**src/rtl/xpc_pkg.sv**
```systemverilog
package xpc_pkg;
  typedef enum logic [2:0] {
    OP_LJMP  = 3'd0,
    OP_ACALL = 3'd1,
    OP_LCALL = 3'd2,
    OP_RET   = 3'd3,
    OP_RETI  = 3'd4,
    OP_INTA  = 3'd5
  } xpc_op_e;

  typedef enum logic [1:0] {
    SFR_PAGE = 2'd0,
    SFR_MODE = 2'd1,
    SFR_SP   = 2'd2,
    SFR_NONE = 2'd3
  } xpc_sfr_e;

  localparam logic [1:0] MODE_FLAT16 = 2'b00;
  localparam logic [1:0] MODE_PAGED  = 2'b01;

  // reserved codes fall back to 16-bit behaviour
  function automatic logic mode_is_wide(input logic [1:0] m);
    return m == MODE_PAGED;
  endfunction
endpackage

```
**src/rtl/xpc_mode_regs.sv**
```systemverilog
module xpc_mode_regs
  import xpc_pkg::*;
#(
  parameter int BYTE_W = 8
) (
  input  logic              clk_i,
  input  logic              rst_ni,
  input  logic              sfr_we_i,
  input  logic [1:0]        sfr_sel_i,
  input  logic [BYTE_W-1:0] sfr_wdata_i,
  output logic [1:0]        mode_o,
  output logic [BYTE_W-1:0] page_o,
  output logic              wide_o,
  output logic              narrow_wr_o
);
  logic [1:0]        mode_q;
  logic [BYTE_W-1:0] page_q;
  logic              page_wr, mode_wr;

  assign page_wr = sfr_we_i && (xpc_sfr_e'(sfr_sel_i) == SFR_PAGE);
  assign mode_wr = sfr_we_i && (xpc_sfr_e'(sfr_sel_i) == SFR_MODE);

  always_ff @(posedge clk_i or negedge rst_ni) begin
    if (!rst_ni) begin
      mode_q <= MODE_FLAT16;
      page_q <= '0;
    end else begin
      if (mode_wr) mode_q <= sfr_wdata_i[1:0];
      if (page_wr) page_q <= sfr_wdata_i;
    end
  end

  assign mode_o      = mode_q;
  assign page_o      = page_q;
  assign wide_o      = mode_is_wide(mode_q);
  assign narrow_wr_o = mode_wr && !mode_is_wide(sfr_wdata_i[1:0]);

  assert_page_only_sfr_R10: assert property (@(posedge clk_i) disable iff (!rst_ni)
    !page_wr |=> $stable(page_q));
endmodule

```
**src/rtl/xpc_target.sv**
```systemverilog
module xpc_target
  import xpc_pkg::*;
#(
  parameter int PC_W   = 22,
  parameter int HALF_W = 16,
  parameter int BYTE_W = 8,
  parameter int ABS_W  = 11
) (
  input  logic [2:0]        op_i,
  input  logic [HALF_W-1:0] opnd_i,
  input  logic [HALF_W-1:0] vec_i,
  input  logic [PC_W-1:0]   pc_i,
  input  logic [BYTE_W-1:0] page_i,
  input  logic              wide_i,
  output logic [PC_W-1:0]   dest_o
);
  localparam int UP_W = PC_W - HALF_W;

  logic [UP_W-1:0] page_hi;
  assign page_hi = wide_i ? page_i[UP_W-1:0] : '0;

  always_comb begin
    unique case (xpc_op_e'(op_i))
      OP_ACALL: dest_o = {pc_i[PC_W-1:ABS_W], opnd_i[ABS_W-1:0]};
      OP_INTA:  dest_o = {{UP_W{1'b0}}, vec_i};
      default:  dest_o = {page_hi, opnd_i};
    endcase
  end
endmodule

```
**src/rtl/xpc_stack_seq.sv**
```systemverilog
module xpc_stack_seq #(
  parameter int             PC_W   = 22,
  parameter int             HALF_W = 16,
  parameter int             BYTE_W = 8,
  parameter int             SP_W   = 8,
  parameter logic [SP_W-1:0] SP_RST = 8'h07
) (
  input  logic              clk_i,
  input  logic              rst_ni,
  input  logic              start_i,
  input  logic              push_i,
  input  logic              wide_i,
  input  logic [PC_W-1:0]   frame_i,
  input  logic              sp_we_i,
  input  logic [SP_W-1:0]   sp_wdata_i,
  input  logic [BYTE_W-1:0] stk_rdata_i,
  output logic              busy_o,
  output logic              done_o,
  output logic [PC_W-1:0]   pop_addr_o,
  output logic              stk_we_o,
  output logic              stk_re_o,
  output logic [SP_W-1:0]   stk_addr_o,
  output logic [BYTE_W-1:0] stk_wdata_o
);
  localparam int FRAME_B = (PC_W + BYTE_W - 1) / BYTE_W;
  localparam int HALF_B  = HALF_W / BYTE_W;
  localparam int FRAME_W = FRAME_B * BYTE_W;
  localparam int CNT_W   = $clog2(FRAME_B + 1);

  logic               active_q, push_q;
  logic [CNT_W-1:0]   nbytes_q, idx_q, pos;
  logic [FRAME_W-1:0] frame_q, acc_q, acc_full;
  logic [SP_W-1:0]    sp_q;
  logic               last;
  logic [BYTE_W-1:0]  push_byte [FRAME_B];

  for (genvar g = 0; g < FRAME_B; g++) begin : g_bytes
    assign push_byte[g] = frame_q[g*BYTE_W +: BYTE_W];
  end

  assign last = (idx_q == nbytes_q - CNT_W'(1));
  assign pos  = nbytes_q - CNT_W'(1) - idx_q;

  always_ff @(posedge clk_i or negedge rst_ni) begin
    if (!rst_ni) begin
      active_q <= 1'b0;
      push_q   <= 1'b0;
      nbytes_q <= '0;
      idx_q    <= '0;
      frame_q  <= '0;
      acc_q    <= '0;
      sp_q     <= SP_RST;
    end else if (active_q) begin
      sp_q  <= push_q ? sp_q + SP_W'(1) : sp_q - SP_W'(1);
      idx_q <= idx_q + CNT_W'(1);
      if (!push_q) begin
        for (int g = 0; g < FRAME_B; g++)
          if (CNT_W'(g) == pos) acc_q[g*BYTE_W +: BYTE_W] <= stk_rdata_i;
      end
      if (last) active_q <= 1'b0;
    end else begin
      if (sp_we_i) sp_q <= sp_wdata_i;
      if (start_i) begin
        active_q <= 1'b1;
        push_q   <= push_i;
        nbytes_q <= wide_i ? CNT_W'(FRAME_B) : CNT_W'(HALF_B);
        idx_q    <= '0;
        frame_q  <= FRAME_W'(frame_i);
        acc_q    <= '0;
      end
    end
  end

  // last byte read is always bits 7:0
  assign acc_full   = {acc_q[FRAME_W-1:BYTE_W], stk_rdata_i};
  assign pop_addr_o = acc_full[PC_W-1:0];
  assign busy_o     = active_q;
  assign done_o     = active_q && last;
  assign stk_we_o   = active_q && push_q;
  assign stk_re_o   = active_q && !push_q;
  assign stk_addr_o = push_q ? sp_q + SP_W'(1) : sp_q;
  assign stk_wdata_o = push_byte[idx_q];

  assert_push_preinc_R6: assert property (@(posedge clk_i) disable iff (!rst_ni)
    stk_we_o |=> sp_q == $past(sp_q) + SP_W'(1));
  assert_pop_postdec_R9: assert property (@(posedge clk_i) disable iff (!rst_ni)
    stk_re_o |=> sp_q == $past(sp_q) - SP_W'(1));
  assert_start_idle_R7: assert property (@(posedge clk_i) disable iff (!rst_ni)
    start_i |-> !busy_o);
  assert_seq_ends_R7: assert property (@(posedge clk_i) disable iff (!rst_ni)
    done_o |=> !busy_o);
  assert_idx_bound_R7: assert property (@(posedge clk_i) disable iff (!rst_ni)
    busy_o |-> idx_q < nbytes_q);
endmodule

```
**src/rtl/xpc_unit.sv**
```systemverilog
module xpc_unit
  import xpc_pkg::*;
#(
  parameter int              PC_W   = 22,
  parameter int              HALF_W = 16,
  parameter int              BYTE_W = 8,
  parameter int              SP_W   = 8,
  parameter int              ABS_W  = 11,
  parameter logic [SP_W-1:0] SP_RST = 8'h07
) (
  input  logic              clk_i,
  input  logic              rst_ni,
  input  logic              req_valid_i,
  input  logic [2:0]        req_op_i,
  input  logic [HALF_W-1:0] req_opnd_i,
  input  logic [HALF_W-1:0] irq_vec_i,
  input  logic              pc_inc_i,
  input  logic              sfr_we_i,
  input  logic [1:0]        sfr_sel_i,
  input  logic [BYTE_W-1:0] sfr_wdata_i,
  output logic              stk_we_o,
  output logic              stk_re_o,
  output logic [SP_W-1:0]   stk_addr_o,
  output logic [BYTE_W-1:0] stk_wdata_o,
  input  logic [BYTE_W-1:0] stk_rdata_i,
  output logic [PC_W-1:0]   pc_o,
  output logic [BYTE_W-1:0] page_o,
  output logic [1:0]        mode_o,
  output logic              busy_o,
  output logic              done_o
);
  localparam int UP_W = PC_W - HALF_W;

  xpc_op_e           op;
  logic              known, accept, is_jump, is_pop, start;
  logic              wide, narrow_wr, busy, done, sp_we;
  logic [BYTE_W-1:0] page;
  logic [PC_W-1:0]   pc_q, pc_n, dest, dest_q, pop_addr;
  logic              pop_q;
  xpc_op_e           op_q;

  assign op      = xpc_op_e'(req_op_i);
  assign known   = op inside {OP_LJMP, OP_ACALL, OP_LCALL, OP_RET, OP_RETI, OP_INTA};
  assign accept  = req_valid_i && known && !busy;
  assign is_jump = (op == OP_LJMP);
  assign is_pop  = (op == OP_RET) || (op == OP_RETI);
  assign start   = accept && !is_jump;
  assign sp_we   = sfr_we_i && (xpc_sfr_e'(sfr_sel_i) == SFR_SP);

  xpc_mode_regs #(.BYTE_W(BYTE_W)) u_mode (
    .clk_i, .rst_ni, .sfr_we_i, .sfr_sel_i, .sfr_wdata_i,
    .mode_o, .page_o(page), .wide_o(wide), .narrow_wr_o(narrow_wr)
  );

  xpc_target #(.PC_W(PC_W), .HALF_W(HALF_W), .BYTE_W(BYTE_W), .ABS_W(ABS_W)) u_tgt (
    .op_i(req_op_i), .opnd_i(req_opnd_i), .vec_i(irq_vec_i),
    .pc_i(pc_q), .page_i(page), .wide_i(wide), .dest_o(dest)
  );

  xpc_stack_seq #(.PC_W(PC_W), .HALF_W(HALF_W), .BYTE_W(BYTE_W), .SP_W(SP_W),
                  .SP_RST(SP_RST)) u_seq (
    .clk_i, .rst_ni, .start_i(start), .push_i(!is_pop), .wide_i(wide),
    .frame_i(pc_q), .sp_we_i(sp_we), .sp_wdata_i(SP_W'(sfr_wdata_i)),
    .stk_rdata_i, .busy_o(busy), .done_o(done), .pop_addr_o(pop_addr),
    .stk_we_o, .stk_re_o, .stk_addr_o, .stk_wdata_o
  );

  always_comb begin
    pc_n = pc_q;
    if (accept && is_jump)                pc_n = dest;
    else if (done)                        pc_n = pop_q ? pop_addr : dest_q;
    else if (pc_inc_i && !busy && !accept)
      pc_n = wide ? pc_q + PC_W'(1)
                  : {{UP_W{1'b0}}, pc_q[HALF_W-1:0] + HALF_W'(1)};
    if (narrow_wr) pc_n[PC_W-1:HALF_W] = '0;
  end

  always_ff @(posedge clk_i or negedge rst_ni) begin
    if (!rst_ni) begin
      pc_q   <= '0;
      dest_q <= '0;
      pop_q  <= 1'b0;
      op_q   <= OP_LJMP;
    end else begin
      pc_q <= pc_n;
      if (start) begin
        dest_q <= dest;
        pop_q  <= is_pop;
        op_q   <= op;
      end
    end
  end

  assign pc_o   = pc_q;
  assign page_o = page;
  assign busy_o = busy;
  assign done_o = done;

  assert_vec_page0_R8: assert property (@(posedge clk_i) disable iff (!rst_ni)
    done && op_q == OP_INTA |=> pc_q[PC_W-1:HALF_W] == '0);
  assert_jump_no_busy_R4: assert property (@(posedge clk_i) disable iff (!rst_ni)
    accept && is_jump |=> !busy_o);
  assert_busy_hold_R11: assert property (@(posedge clk_i) disable iff (!rst_ni)
    busy && !done && !narrow_wr |=> $stable(pc_q));
  assert_flat_wrap_R3: assert property (@(posedge clk_i) disable iff (!rst_ni)
    pc_inc_i && !busy && !req_valid_i && !sfr_we_i && !wide && pc_q[HALF_W-1:0] == '1
    |=> pc_q == '0);
endmodule

```
**config.mk**
```make
export PLATFORM = sky130hd
export DESIGN_NAME = xpc_unit
export DESIGN_NICKNAME = d
export VERILOG_FILES = /design/src/rtl/xpc_pkg.sv /design/src/rtl/xpc_mode_regs.sv /design/src/rtl/xpc_target.sv /design/src/rtl/xpc_stack_seq.sv /design/src/rtl/xpc_unit.sv
export SDC_FILE = /design/constraint.sdc
export NUM_CORES = 1
export LEC_CHECK = 0
export BUFFER_PORTS_ARGS = -buffer_cell sky130_fd_sc_hd__clkbuf_2
export CAP_MARGIN = 20
export CORE_MARGIN = 2
export CORE_UTILIZATION = 60
export DETAILED_ROUTE_END_ITERATION = 8
export GPL_TIMING_DRIVEN = 0
export HOLD_SLACK_MARGIN = 0.05
export PLACE_DENSITY = 0.86
export SYNTH_ARGS = -nofsm -noshare
export SYNTH_HDL_FRONTEND = slang
export SYNTH_SLANG_ARGS = --single-unit
```
**constraint.sdc**
```tcl
create_clock -name clk_i -period 4 [get_ports clk_i]
set_input_delay 0 -clock clk_i [delete_from_list [all_inputs] [get_ports clk_i]]
set_output_delay 0 -clock clk_i [all_outputs]
set_load 0.01 [all_outputs]
```
# Word-level counts from Yosys, hierarchy flattened

Cells that the tools add are included.

Flip-flop bits (word level): 105
Latch bits: 0
Memory bits (writable): 0
ROM bits: 0
Input bits: 58
Output and inout bits: 52
Logic and storage cells: 97
Memories: 0

$add $sub $neg: 7
Multiply operators: 0
Divide/modulo/power cells: 0
Magnitude comparators: 1
Equal/unequal tests: 15
Shift-type cells: 0
Mux-type cells: 27
Bitwise gates (word level): 2
Reduce and logical (&&, ||, !) cells: 31

Operators by type and width:

| operator                                                           | number |
|---|---|
| 22-bit 2-to-1 mux                                                  | 8 |
| 8-bit 2-to-1 mux                                                   | 8 |
| 22-bit one-hot mux with 2 select lines                             | 1 |
| 22-bit by 1-bit adder with 22-bit output, second input constant    | 1 |
| 6-bit 2-to-1 mux                                                   | 3 |
| 16-bit by 1-bit adder with 16-bit output, second input constant    | 1 |
| 8-bit binary-select mux with 2-bit select                          | 1 |
| 1-bit logical AND                                                  | 13 |
| 8-bit by 1-bit adder with 8-bit output, second input constant      | 1 |
| 8-bit by 1-bit subtractor with 8-bit output, second input constant | 1 |
| 2-bit by 1-bit == test with 1-bit output, second input constant    | 3 |
| 3-bit by 2-bit == test with 1-bit output, second input constant    | 2 |
| 3-bit == test, second input constant                               | 2 |
| 1-bit logical NOT                                                  | 6 |
| 2-bit != test, second input constant                               | 3 |
| 3-bit AND reduction                                                | 2 |
| 6-bit nonzero test                                                 | 1 |
| 2-bit logical NOT                                                  | 2 |
| 1-bit 2-to-1 mux                                                   | 4 |
| 2-bit 2-to-1 mux                                                   | 2 |
| 2-bit nonzero test                                                 | 2 |
| 4-bit nonzero test                                                 | 1 |
| 3-bit by 1-bit == test with 1-bit output, second input constant    | 1 |
| 3-bit greater-or-equal comparator, second input constant           | 1 |
| other kinds (13)                                                   | 13 |

# Depth between registers and ports, before layout

Word-level depth: 10
Gate-level depth with buffers: 8
Gate-level depth less buffers: 7

# Modules after synthesis

A second synthesis with hierarchy kept.

Cells, all modules: 678
Area, all modules: 6,432.4 um2

Modules (own cells, without submodules):

| module        | instances | cells each | area an instance (um2) | sequential area each (um2) |
|---|---|---|---|---|
| xpc_unit      | 1         | 315        | 2,942.8                | 1,126.1 |
| xpc_stack_seq | 1         | 300        | 2,618.8                | 1,255.0 |
| xpc_target    | 1         | 38         | 466.7                  | 0.0 |
| xpc_mode_regs | 1         | 25         | 404.1                  | 250.2 |

# Worst setup path after synthesis

OpenSTA, ideal clock, no wires.

Path type: reg2reg
Start point: reg u_seq.idx_q[1]
End point: reg pc_q[21], in the netlist pc_o[21]
Setup time: 0.122 ns
Data arrival time: 1.806 ns
Required time: 3.878 ns
Slack: 2.073 ns
Stages on the path, launching flop included: 8
Path buffers: 0
Clock period less this slack: 1.927 ns
Cell sequence: dfrtp_1 > xor3_2 > nand3_4 > inv_2 > nor3_4 > nor2_4 > a41o_1 > a32o_1

Word-level cells in the longest chain between the ends: 5
Elaborated cells between the ends (all ways): 6
Classes of those cells: 1 x eq/ne; 3 x mux; 2 x reduce/logical

RTL lines:

| item                   | RTL line            | source |
|---|---|---|
| from (decl)            | xpc_stack_seq.sv:31 | `logic [CNT_W-1:0] nbytes_q, idx_q, pos;` |
| from (signal assigned) | xpc_stack_seq.sv:55 | `idx_q <= idx_q + CNT_W'(1);` |
| 2-bit == test (*)      | xpc_stack_seq.sv:41 | `assign last = (idx_q == nbytes_q - CNT_W'(1));` |
| 1-bit logical AND (*)  | xpc_stack_seq.sv:78 | `assign done_o = active_q && last;` |
| net done_o             | xpc_unit.sv:30      | `output logic done_o` |
| 22-bit 2-to-1 mux      | xpc_unit.sv:71      | `else if (done) pc_n = pop_q ? pop_addr : dest_q;` |
| 22-bit 2-to-1 mux      | xpc_unit.sv:70      | `if (accept && is_jump) pc_n = dest;` |
| 6-bit 2-to-1 mux       | xpc_unit.sv:75      | `if (narrow_wr) pc_n[PC_W-1:HALF_W] = '0;` |
| to (signal assigned)   | xpc_unit.sv:85      | `pc_q <= pc_n;` |
| to (decl)              | xpc_unit.sv:38      | `logic [PC_W-1:0] pc_q, pc_n, dest, dest_q, pop_addr;` |

Mark *: on every way through the listed nets, which the timed path passes. The rest lies on a longest branch.
A chain may end at the register's enable or synchronous reset.

# Worst setup path in the final report

Start point: reg u_seq.active_q, in the netlist u_seq.busy_o
End point: reg pc_q[16], in the netlist pc_o[16]

Word-level cells in the longest chain between the ends: 5
Elaborated cells between the ends (all ways): 11
Classes of those cells: 3 x mux; 8 x reduce/logical

RTL lines:

| item                                                   | RTL line                       | source |
|---|---|---|
| from (decl)                                            | xpc_stack_seq.sv:30            | `logic active_q, push_q;` |
| from (signal assigned)                                 | xpc_stack_seq.sv:46            | `active_q <= 1'b0;` |
| from (signal assigned)                                 | xpc_stack_seq.sv:60            | `if (last) active_q <= 1'b0;` |
| from (signal assigned)                                 | xpc_stack_seq.sv:64            | `active_q <= 1'b1;` |
| 1-bit logical NOT                                      | xpc_unit.sv:44, xpc_unit.sv:72 |  |
| 1-bit logical AND                                      | xpc_unit.sv:44                 | `assign accept = req_valid_i && known && !busy;` |
| 1-bit logical AND or 1-bit logical NOT (tied branches) | xpc_unit.sv:70, xpc_unit.sv:72 |  |
| 22-bit 2-to-1 mux or 1-bit logical AND (tied branches) | xpc_unit.sv:70, xpc_unit.sv:72 |  |
| 6-bit 2-to-1 mux or 4-bit nonzero test (tied branches) | n/a                            |  |

Parallel ways exist; a longest one is shown, timed or not.

==> flow_summary.toml <==
[clock_network]
cts_tree = "yes"
cts_buffer_depth = 2
clock_sinks = 105
clkTransAtPathRegs_ns = 0.10
holdBufCountCts = 48
cts_max_level = 3
clkLatencyLatePin_ns = 0.38
cts_buffers = 9
cts_setup_buffers = 0
cts-root-buf = "clkbuf_8"
cts_resized = 0

[global_routing]
grt_pass1_vias = 5580
top_usage_layer = "met2"
use_met3 = 0.07045
track_usage = 0.3498
grt_pass1_wl_um = 27830
antenna_found_initial = 1
met1_usage = 0.4557
overflow = 0
grtUsageMet2 = 0.5628
grt_max_degree = 58

[timing]
rsz0062_at_grt = "no"
fin_ws_ns = 1.612
fin_setup_tns_ns = 0
fin_worst_skew_ns = 0.01548
period_needed_ns = 2.388
hold_viol = 0
fmax_ghz = 0.4187
finalSetupViolCount = 0
hold_ws_ns = 0.07653
period_share = 0.5971
worst_pin_slew_ns = 0.8750
maxSlewViolCount = 0
slew_headroom = 0.4135

[setup_path]
r2r.worst_path.cells = 7
critPathLaunchType = "flip-flop"
rr_startpoint = "u_seq.busy_o"
required_ns = 4.26
critPathCaptureType = "flip-flop"
regToRegSetupSlack_ns = 1.61
worstPathArrival_ns = 2.65
path_class = "flip-flop to flip-flop"
rr_endpoint = "pc_o[16]"
cp_max_fo = 10

[job]
maxCapViolations = 0

[placed_design]
dpl.cell_count = 835
place_ws_ns = 1.704
dpl_cell_area_um2 = 6500
dp_hpwl_um = 12520
gp_congestion = 0.9203
port_buffers = 109

[yosys]
synth_edf_count = 0
avgSynthCellArea_um2 = 9.670
async_reset_ff_frac = 1.000
synth_cell_type_count = 64
syn_area_um2 = 5763
ys_ff_latch = 105
syn_inst = 596
ys_warn_count = 0
synth_ff_type = "dfrtp_1"
syn_nets = 660
ys_seq_area_frac = 0.4566

[worst_hold_path]
hold_path_class = "input pin to flip-flop"
hold_depth = 5
hp-start = "irq_vec_i[14]"
hold_end = "dest_q[14]"

[detailed_routing]
routedWlPerCell_um = 19.79
ant_nets = 0
drt_wl_total_um = 17790
dr_total_vias = 5688
routed_via_density = 6.327
firstDrtPassIters = 5
drc = 0
drtIter0Drc = 527

[pwr]
max-vdd-ir-drop_mv = 0.3775
p_per_area_nw_per_um2 = 655.3
power_leakage_nw = 3.398

[floorplan]
die_height_um = 102.0
start_util = 0.6208
die-area_um2 = 10410
num_rows = 35
ioPinCount = 110
die_w_um = 102.0
coreArea_um2 = 9284

[cells_and_area]
stdcell_area_um2 = 7159
num_antenna_cells = 0
fillers = 647
final_nets = 829
layoutNonFillerInstCount = 899
syn_to_final_growth_pct = 24.23
drive_above_1_share = 0.2338

[outcome]
status = "completed"
cells in the mapped netlist (4+ instances only):
cell type,instances,area share
a211o_1,4,0.0061
a21oi_1,26,0.023
a221o_1,4,0.0069
a22oi_1,8,0.010
a31oi_1,4,0.0043
and2_1,5,0.0054
and3_1,8,0.0087
buf_1,5,0.0033
clkbuf_1,24,0.016
dfrtp_1,102,0.44
ha_1,6,0.013
inv_1,7,0.0046
mux2_2,33,0.064
mux2i_1,43,0.075
nand2_1,71,0.046
nand2b_1,6,0.0065
nand3_1,29,0.025
nand4_1,5,0.0054
nor2_1,41,0.027
nor2b_1,7,0.0076
o21ai_0,66,0.057
o22ai_1,14,0.015
xnor2_1,8,0.012
xor2_1,5,0.0076
power by group:
part           switching, mW  leakage, nW  internal [mW]  total, mW
sequential             0.425         1.34           1.47       1.89
combinational           1.27         1.97          0.905       2.17
clock                  0.389       0.0931          0.237      0.626
total                   2.08         3.40           2.61       4.69
worst max-delay path: stages (launching register included):
cell	delay, ns
dfrtp_1	0.56
nand2b_1	0.24
or3_1	0.13
clkbuf_1	0.24
clkbuf_1	0.48
o21ai_0	0.29
o211ai_1	0.23
o21ai_0	0.10
routing by layer:
metal / share of wire / vias to the layer above / wire (um)
li1: - / 2506 / -
met1: 0.39 / 2738 / 6885
met2: 0.48 / 379 / 8459
met3: 0.099 / 65 / 1763
met4: 0.038 / 0 / 680
met5: 0 / - / 0
cell usage in the layout (no fill, tap or decap), drive strengths merged, types with 10 or more instances in the layout:
master,instances
a21oi,26
buf,10
clkbuf,143
dfrtp,102
dlygate4sd3,48
inv,11
mux2,33
mux2i,43
nand2,71
nand3,31
nor2,42
o21ai,69
o22ai,14
per-stage QoR:
stage | util | total power, mW
after detailed placement | 0.7001 | 3.967
after floorplan | - | 3.187
after CTS | 0.7712 | 4.627
final | 0.7712 | 4.691
after global placement | 0.6969 | 3.846
after global routing | 0.7712 | 4.953
sequential cells by signal, summed over array words and instances (netlist names), 8 cells and up:
signal	count
dest_q	22
pc_o	22
u_seq.frame_q	22
u_seq.acc_q	14
u_mode.page_o	8
u_seq.sp_q	8
layout make-up:
cell class	count	area [um^2]	area share
multi-input combinational	450	2970	0.4149
sequential	105	2631	0.3675
timing repair buffer	158	1056	0.1475
tap	129	161.4	0.02254
buffer	33	131.4	0.01835
clock buffer	10	127.6	0.01783
clock inverter	6	51.30	0.007165
inverter	8	30.03	0.004194
logic make-up (layout without fill, tap and decap cells):
group	Yosys count	count (layout)	share of synthesized area
AOI/OAI and AO/OA	152	152	0.1600
buffers and inverters	41	215	0.02801
DFF	105	105	0.4566
adders and majority gates	6	6	0.01303
xor gates and xnor gates	14	14	0.02410
muxes	76	76	0.1392
and+or+nand+nor	202	202	0.1791
worst max path at each step:
stage / start / to / slack (ns)
6_report: u_seq.busy_o / pc_o[16] / 1.61
3_5_place_dp: u_seq.busy_o / pc_o[16] / 1.70
3_3_place_gp: rst_ni / pc_o[20] / 1.58
2_1_floorplan: u_seq.idx_q[1] / pc_o[21] / 2.07
4_1_cts: u_seq.busy_o / pc_o[16] / 1.72
5_1_grt: u_seq.busy_o / pc_o[16] / 1.50
Power figures use the tool's default switching activity.
